## config.mk

```make
export PLATFORM = sky130hd
export DESIGN_NAME = pc_sequencer
export DESIGN_NICKNAME = d
export VERILOG_FILES = /design/src/rtl/pc_seq_pkg.sv /design/src/rtl/flag_reg.sv /design/src/rtl/cond_eval.sv /design/src/rtl/pc_ctrl.sv /design/src/rtl/pc_sequencer.sv
export SDC_FILE = /design/constraint.sdc
export NUM_CORES = 1
export LEC_CHECK = 0
export BUFFER_PORTS_ARGS = -buffer_cell sky130_fd_sc_hd__buf_2
export CELL_PAD_IN_SITES_DETAIL_PLACEMENT = 0
export CELL_PAD_IN_SITES_GLOBAL_PLACEMENT = 2
export CORE_UTILIZATION = 28
export DETAILED_ROUTE_END_ITERATION = 12
export PLACE_DENSITY = 0.77
export SLEW_MARGIN = 20
export SYNTH_ARGS = -nofsm -noshare
export SYNTH_HDL_FRONTEND = slang
export SYNTH_SLANG_ARGS = --single-unit
```

## constraint.sdc

```tcl
create_clock -name clk -period 2.4 [get_ports clk]
set_input_delay 0.48 -clock clk [delete_from_list [all_inputs] [get_ports clk]]
set_output_delay 0.48 -clock clk [all_outputs]
set_load 0.02 [all_outputs]
```

## src/rtl/pc_seq_pkg.sv

```systemverilog
package pc_seq_pkg;
  typedef struct packed {
    logic z;
    logic n;
    logic c;
    logic v;
  } flags_t;

  localparam logic [3:0] COND_NEVER  = 4'h0;
  localparam logic [3:0] COND_ALWAYS = 4'h8;
endpackage

```

## src/rtl/flag_reg.sv

```systemverilog
module flag_reg
  import pc_seq_pkg::*;
#(
  parameter int DW = 32
) (
  input  logic          clk,
  input  logic          rst,
  input  logic          stall,
  input  logic          upd,
  input  logic [DW-1:0] res,
  input  logic          carry,
  input  logic          ovf,
  output flags_t        flags_q
);
  localparam int MSB = DW - 1;

  flags_t flags_d;

  always_comb begin
    flags_d.z = (res == '0);
    flags_d.n = res[MSB];
    flags_d.c = carry;
    flags_d.v = ovf;
  end

  always_ff @(posedge clk) begin
    if (rst) flags_q <= '0;
    else if (upd && !stall) flags_q <= flags_d;
  end


  flags_hold_chk: assert property (@(posedge clk) disable iff (rst)
    (!upd || stall) |=> $stable(flags_q));

  flags_load_chk: assert property (@(posedge clk) disable iff (rst)
    (upd && !stall) |=> (flags_q.c == $past(carry)) && (flags_q.v == $past(ovf)));
endmodule

```

## src/rtl/cond_eval.sv

```systemverilog
module cond_eval
  import pc_seq_pkg::*;
(
  input  flags_t     flags,
  input  logic [3:0] code,
  output logic       hit
);
  logic base;

  always_comb begin
    unique case (code[2:0])
      3'd0: base = 1'b0;
      3'd1: base = flags.z;
      3'd2: base = flags.z | (flags.n ^ flags.v);
      3'd3: base = flags.n ^ flags.v;
      3'd4: base = flags.c | flags.z;
      3'd5: base = flags.c;
      3'd6: base = flags.n;
      default: base = flags.v;
    endcase
    hit = base ^ code[3];
  end


  always_comb begin
    never_always_chk: assert ((code != COND_NEVER || !hit) && (code != COND_ALWAYS || hit));
  end
endmodule

```

## src/rtl/pc_ctrl.sv

```systemverilog
module pc_ctrl #(
  parameter int AW = 32
) (
  input  logic          clk,
  input  logic          rst,
  input  logic          stall,
  input  logic          br_valid,
  input  logic          br_hit,
  input  logic [AW-1:0] br_target,
  input  logic          call_valid,
  input  logic [AW-1:0] call_target,
  input  logic          ret_valid,
  input  logic [AW-1:0] ret_link,
  output logic [AW-1:0] pc_q,
  output logic [AW-1:0] link_q,
  output logic          taken_q
);
  localparam logic [AW-1:0] STEP    = AW'(4);
  localparam logic [AW-1:0] RET_OFS = AW'(8);
  localparam logic [AW-1:0] NPC_RST = STEP;

  logic [AW-1:0] npc_q;
  logic [AW-1:0] npc_d;
  logic          redirect;

  always_comb begin
    redirect = 1'b1;
    if (call_valid)              npc_d = call_target;
    else if (ret_valid)          npc_d = ret_link + RET_OFS;
    else if (br_valid && br_hit) npc_d = br_target;
    else begin
      npc_d    = npc_q + STEP;
      redirect = 1'b0;
    end
  end

  always_ff @(posedge clk) begin
    if (rst) begin
      pc_q    <= '0;
      npc_q   <= NPC_RST;
      link_q  <= '0;
      taken_q <= 1'b0;
    end else if (stall) begin
      taken_q <= 1'b0;
    end else begin
      pc_q    <= npc_q;
      npc_q   <= npc_d;
      taken_q <= redirect;
      if (call_valid) link_q <= pc_q;
    end
  end


  stall_freeze_chk: assert property (@(posedge clk) disable iff (rst)
    stall |=> $stable(pc_q) && $stable(npc_q) && $stable(link_q) && !taken_q);

  step_seq_chk: assert property (@(posedge clk) disable iff (rst)
    (!stall && !call_valid && !ret_valid && !br_valid) |=>
      (pc_q == $past(npc_q)) && (npc_q == $past(npc_q) + STEP) && !taken_q);

  branch_tgt_chk: assert property (@(posedge clk) disable iff (rst)
    (!stall && !call_valid && !ret_valid && br_valid && br_hit) |=>
      (npc_q == $past(br_target)) && (pc_q == $past(npc_q)) && taken_q);

  call_link_chk: assert property (@(posedge clk) disable iff (rst)
    (!stall && call_valid) |=> (link_q == $past(pc_q)) && (npc_q == $past(call_target)));

  ret_tgt_chk: assert property (@(posedge clk) disable iff (rst)
    (!stall && !call_valid && ret_valid) |=> (npc_q == $past(ret_link) + RET_OFS));
endmodule

```

## src/rtl/pc_sequencer.sv

```systemverilog
module pc_sequencer
  import pc_seq_pkg::*;
#(
  parameter int DW = 32,
  parameter int AW = 32
) (
  input  logic          clk,
  input  logic          rst,
  input  logic          stall,
  input  logic [DW-1:0] alu_res,
  input  logic          alu_carry,
  input  logic          alu_ovf,
  input  logic          flag_wr,
  input  logic          br_valid,
  input  logic [3:0]    br_cond,
  input  logic [AW-1:0] br_target,
  input  logic          call_valid,
  input  logic [AW-1:0] call_target,
  input  logic          ret_valid,
  input  logic [AW-1:0] ret_link,
  output logic [AW-1:0] pc,
  output logic [AW-1:0] link,
  output logic          taken
);
  flags_t flags;
  logic   hit;

  flag_reg #(.DW(DW)) u_flags (
    .clk(clk), .rst(rst), .stall(stall), .upd(flag_wr),
    .res(alu_res), .carry(alu_carry), .ovf(alu_ovf), .flags_q(flags)
  );

  cond_eval u_cond (
    .flags(flags), .code(br_cond), .hit(hit)
  );

  pc_ctrl #(.AW(AW)) u_pc (
    .clk(clk), .rst(rst), .stall(stall),
    .br_valid(br_valid), .br_hit(hit), .br_target(br_target),
    .call_valid(call_valid), .call_target(call_target),
    .ret_valid(ret_valid), .ret_link(ret_link),
    .pc_q(pc), .link_q(link), .taken_q(taken)
  );
endmodule

```

-- After elaboration in Yosys (flattened, before gate mapping)
Index checks and enable logic that the tools add are counted.
- bits in registers: 101
- bits of input ports: 141
- output and inout bits: 65
- logic and storage cells: 35
- add/subtract/negate cells: 2
- eq/ne operators: 6
- mux-type cells: 7
- bitwise gates (word level): 5
- reduce and logical (&&, ||, !) cells: 7
- operators with widths (operator ; number):
    $mux 32 ; 3
    $add 32x3->32 const B ; 1
    $add 32x4->32 const B ; 1
    $logic_not 32->1 ; 1
    $eq 3x3->1 const B ; 3
    $pmux 1 s7 ; 1
    $eq 3x2->1 const B ; 2
    $eq 3x1->1 const B ; 1
    $logic_not 3->1 ; 1
    $mux 1 ; 3
    $logic_and 1x1->1 ; 2
    $or 1x1->1 ; 2
    $reduce_and 2->1 ; 1
    $reduce_or 2->1 ; 1
    $xor 1x1->1 ; 2
    $logic_not 1->1 ; 1
    $not 1->1 ; 1

-- Depth between registers and ports, before layout
- word-level depth: 8
- mapped depth: 8
- depth with buffers taken out: 7

-- Modules after synthesis
A second synthesis with hierarchy kept.
- cell total of the unflattened synthesis: 711
- area total of the unflattened synthesis: 5556.6 sq um
- modules (own cells, without submodules) (module ; instances ; cells an instance ; area an instance (sq um) ; sequential area each (sq um)):
    pc_ctrl ; 1 ; 676 ; 5253.8 ; 1941.9
    flag_reg ; 1 ; 26 ; 236.5 ; 80.1
    cond_eval ; 1 ; 9 ; 66.3 ; 0.0

-- Least setup slack after synthesis
Ideal clock, no wire load.
- path type: in2reg
- from: input port br_cond[0]
- to: register u_pc.npc_q[31]
- setup time: 0.079 ns
- arrival time: 2.104 ns
- required time: 2.321 ns
- slack: 0.217 ns
- stages on the path: 6
- buffers on the path: 0
- cells stage by stage: or3b_1 -> and3_1 -> o2111ai_2 -> nand3_1 -> a221o_1 -> a211oi_2
- cells in the longest elaborated chain, start to end: 7
- elaborated cells on any way between the ends: 13
- those cells by class: eq/ne (6); mux (4); bitwise (1); reduce/logical (2)
- RTL lines (what ; line ; RTL):
    start: declaration ; pc_sequencer.sv:15 ; input logic [3:0] br_cond,
    $eq 3x3->1, or another cell as far along ; cond_eval.sv:11 ; unique case (code[2:0])
    $pmux 1 s7 * ; cond_eval.sv:11 ;
    $xor 1x1->1 * ; cond_eval.sv:21 ; hit = base ^ code[3];
    $logic_and 1x1->1 * ; pc_ctrl.sv:30 ; else if (br_valid && br_hit) npc_d = br_target;
    $mux 32 * ; pc_ctrl.sv:30 ;
    $mux 32 * ; pc_ctrl.sv:29 ; else if (ret_valid) npc_d = ret_link + RET_OFS;
    $mux 32 * ; pc_ctrl.sv:28 ; if (call_valid) npc_d = call_target;
    end signal: assignment ; pc_ctrl.sv:47 ; npc_q <= npc_d;
    end: declaration ; pc_ctrl.sv:22 ; logic [AW-1:0] npc_q;
Mark *: on every way between the ends. The rest lies on a longest branch, timed or not.
A chain may end at the register's enable or synchronous reset.

-- Worst setup path after layout
- from: register u_flags.flags_q[2] (netlist bit)
- to: register u_pc.npc_q[3]
- cells in the longest elaborated chain, start to end: 8
- RTL lines (what ; line ; RTL):
    start: declaration ; flag_reg.sv:13 ; output flags_t flags_q
    start signal: assignment ; flag_reg.sv:28 ; else if (upd && !stall) flags_q <= flags_d;
    $xor 1x1->1 ; cond_eval.sv:14, cond_eval.sv:15 ;
    $or 1x1->1 ; cond_eval.sv:14 ; 3'd2: base = flags.z | (flags.n ^ flags.v);
    $pmux 1 s7 * ; cond_eval.sv:11 ;
    $xor 1x1->1 * ; cond_eval.sv:21 ;
    $logic_and 1x1->1 * ; pc_ctrl.sv:30 ;
    $mux 32 * ; pc_ctrl.sv:30 ;
    $mux 32 * ; pc_ctrl.sv:29 ;
    $mux 32 * ; pc_ctrl.sv:28 ;
Marked as above.

==> metrics.txt <==
Post-DP Area=7400 um^2; post-synth design cell area=5690 um^2; start point of the worst hold path=alu_ovf; TritonCTS Buffers=9; First-pass DRT Iterations=5; total number of yosys warnings=0; area used by sequential logic in the layout=2020 um^2; number of primary I/O pins=206; leading register cell type out of synthesis=sky130_fd_sc_hd__dfxtp_1; Pins Over Slew Limit=0; critical path capture point type=flip-flop; hold violation total from the final report=0; EDFF count, synth=0; # clock sinks=~100; Diodes inserted=0; TritonCTS clock tree=yes; share of the cycle needed by the critical path after routing=93.1%; Post-Synthesis Net Count=849; synthesized-area fraction occupied by adder cells=0.440%; Root Buffer=sky130_fd_sc_hd__clkbuf_16; class of the tightest hold or removal check=in -> reg; Die Span Y=145 um; worst slew slack as a fraction of its limit=62.2%; IR drop worst, VDD=between 0.2 and 0.3 mV; hold endpoint=u_flags.flags_q[0]; post-layout util=38.9%; result of the run=finished, final reports clean; Final nets=between 1000 and 1500; number of antenna violations at the first check in global routing=0; RSZ-0062 raised after global routing=false; share of cells above drive strength 1=32.9%; multiplexer area fraction after synthesis=9.01%; accumulated negative setup slack=0 ps; simple-gate share of the synthesized area=24.1%; leading cell types by count after synthesis=106 x sky130_fd_sc_hd__nand2_1, 101 x sky130_fd_sc_hd__dfxtp_1, 68 x sky130_fd_sc_hd__nor2_1, 58 x sky130_fd_sc_hd__a21oi_1, 49 x sky130_fd_sc_hd__mux2i_1; RePlAce Congestion=0.832; dominant combinational cell family by area after synthesis=simple AND/OR/NAND/NOR gates; Via Count=around 6000; H-Tree Depth=3; transition time at the pin with the least slew margin=567 ps; Setup Viol. Count Final=0; number of global-route vias before repair=5766; cell type with the highest aggregate area in the netlist=sky130_fd_sc_hd__dfxtp_1; maximum clock frequency=0.447 GHz; count of placed standard cells including taps=1193; distinct cell type count after synthesis=61; Static Leakage=3.35 nW; starting density of the core=between 20 and 30%; Detail Route Antenna Nets=0; WHS Path Cells=3; total routed wirelength=roughly 22000 um; sequential area share after synthesis=35.5%; die extent in x=145 um; pin count of the biggest net entering global routing=between 40 and 50; average cell area after synthesis=just over 8 um^2; gate count of the mapped netlist=706; residual overflow from global routing=0; Max Fanout on Critical Path=7; number of flip-flops and latches in the synthesized netlist=between 100 and 150; post-synthesis to final-layout area growth=35.0%; die footprint=20900 um^2; Async S/R FF share, synth=0%; placed wire-length estimate=17000 um; total non-filler cell area in the finished layout=7680 um^2; Global Route Usage Sum=21.3%; fraction of the mapped netlist area in compound gates=18.6%; site row count=between 50 and 60; worst skew pair latency=approximately 350 ps; register-to-register setup slack=approximately 170 ps; final instance count without filler cells=1206; count of hold buffers inserted by post-cts repair=0; maximum clock insertion buffer count=2; FF-to-FF path depth=7; number of port buffers=just over 200; DRC violation count after routing=0; startpoint type of the worst setup path=flip-flop; post-detailed-route via-to-cell ratio=5.00; RR Startpoint=u_flags.flags_q[2]; pwr dens=538 nW/um^2; multi-input gate area in the final layout=3400 um^2; top-area cell type share of the netlist area=35.5%; clock transition time at the flip-flop clock pins of the worst setup and hold paths=80 ps; wire length per cell after detailed routing=18.0 um; first-pass GRT wire length=33400 um; area of the core=19700 um^2; path type of the worst setup path=reg -> reg; Iter 0 DRT Violations=393; end of the worst register-to-register path=u_pc.npc_q[3]; Worst Clk Skew=11.6 ps; required time at the endpoint of the critical path=2670 ps; fill count=2050; clock period minus worst slack=2230 ps; arrival time worst endpoint=2500 ps; leading cell types by total area after synthesis=sky130_fd_sc_hd__dfxtp_1 36%, sky130_fd_sc_hd__mux2i_1 8.6%, sky130_fd_sc_hd__nand2_1 7.0%, sky130_fd_sc_hd__a21oi_1 5.1%, sky130_fd_sc_hd__xnor2_1 5.1%; number of violations of the max-capacitance limit=0; post-synthesis xor/xnor area fraction=around 7.5%; most numerous cell in the Yosys netlist=sky130_fd_sc_hd__nand2_1
-- state kept, by name, indices dropped and copies added (netlist names) --
name	flops
u_pc.pc_q	32
u_pc.npc_q	32
u_pc.taken_q	1
u_pc.link_q	32
u_flags.flags_q	4
-- power breakdown --
part           internal (W)  total [W]  leakage, nW  switching [W]
Combinational      0.000375   0.000856         2.39       0.000482
Sequential          0.00176    0.00182        0.825      0.0000685
Clock              0.000794    0.00145        0.134       0.000658
Total               0.00293    0.00413         3.35        0.00121
-- cells in the final DEF, fill, tap and decap left out, types with 19 or more instances in the layout --
master                    count
sky130_fd_sc_hd__buf_2      205
sky130_fd_sc_hd__nand2_1    105
sky130_fd_sc_hd__dfxtp_1    100
sky130_fd_sc_hd__nor2_1      68
sky130_fd_sc_hd__buf_4       66
sky130_fd_sc_hd__a21oi_1     58
sky130_fd_sc_hd__mux2i_1     49
sky130_fd_sc_hd__xnor2_1     33
sky130_fd_sc_hd__nand3_1     21
sky130_fd_sc_hd__nand4_1     19
-- worst max-delay path by stage --
stage | from | to | slack (ps) | cells past startpoint
2_1_floorplan | br_cond[0] | u_pc.npc_q[31] | 220 | 6
3_3_place_gp | br_cond[0] | u_pc.npc_q[3] | 0.3 | 8
3_5_place_dp | br_cond[0] | u_pc.npc_q[3] | -40 | 8
4_1_cts | u_pc.npc_q[2] | u_pc.npc_q[18] | 120 | 7
5_1_grt | u_pc.npc_q[3] | u_pc.npc_q[18] | 20 | 7
6_report | u_flags.flags_q[2] | u_pc.npc_q[3] | 170 | 7
-- repair_timing --
action | 4_1_cts | 5_1_grt
hold endpoints to repair | 0 | 0
buffers inserted | 0 | 0
gates resized for setup | 0 | 2
setup endpoints to repair | 0 | 2
-- per-stage QoR --
| step | setup slack (ps) | hold WS [ps] | power, W |
|---|---|---|---|
| 5_1_grt | 24.1 | 382 | 0.00431 |
| 3_3_place_gp | 0.281 | 440 | 0.00272 |
| 6_report | 165 | 351 | 0.00413 |
| 4_1_cts | 123 | 347 | 0.00416 |
| 3_5_place_dp | -43.0 | 444 | 0.00271 |
| 2_1_floorplan | 217 | 460 | 0.00229 |
-- cell families after synthesis --
group,after synthesis
muxes,51
AOI/OAI and AO/OA,153
and+or+nand+nor,281
adders and majority gates,2
xor gates and xnor gates,49
DFF,101
buffers and inverters,69
-- final cells by class --
type                    count  share of cell area, %
repair buffers            274                   20.6
clock buffers               9                   2.93
well taps                 265                   4.32
clock inverters             4                  0.668
flip-flops and latches    101                   26.3
multi-input cells         536                   44.3
inverters                  17                  0.831
-- routing by layer --
layer	track usage, %	up-vias	part of all wire [%]
li1	-	3026	-
met1	31.2	2785	50
met2	32.0	203	43
met3	3.44	16	5.8
met4	5.26	0	0.95
met5	0	-	0
-- critical path: stages (launching register included) --
cell and delay, ps:
sky130_fd_sc_hd__dfxtp_1 350, sky130_fd_sc_hd__or3b_1 400, sky130_fd_sc_hd__and3_1 200, sky130_fd_sc_hd__o2111ai_2 360, sky130_fd_sc_hd__buf_4 230, sky130_fd_sc_hd__nand4_1 110, sky130_fd_sc_hd__a211o_1 300, sky130_fd_sc_hd__a221oi_1 220
Power figures use the tool's default switching activity.
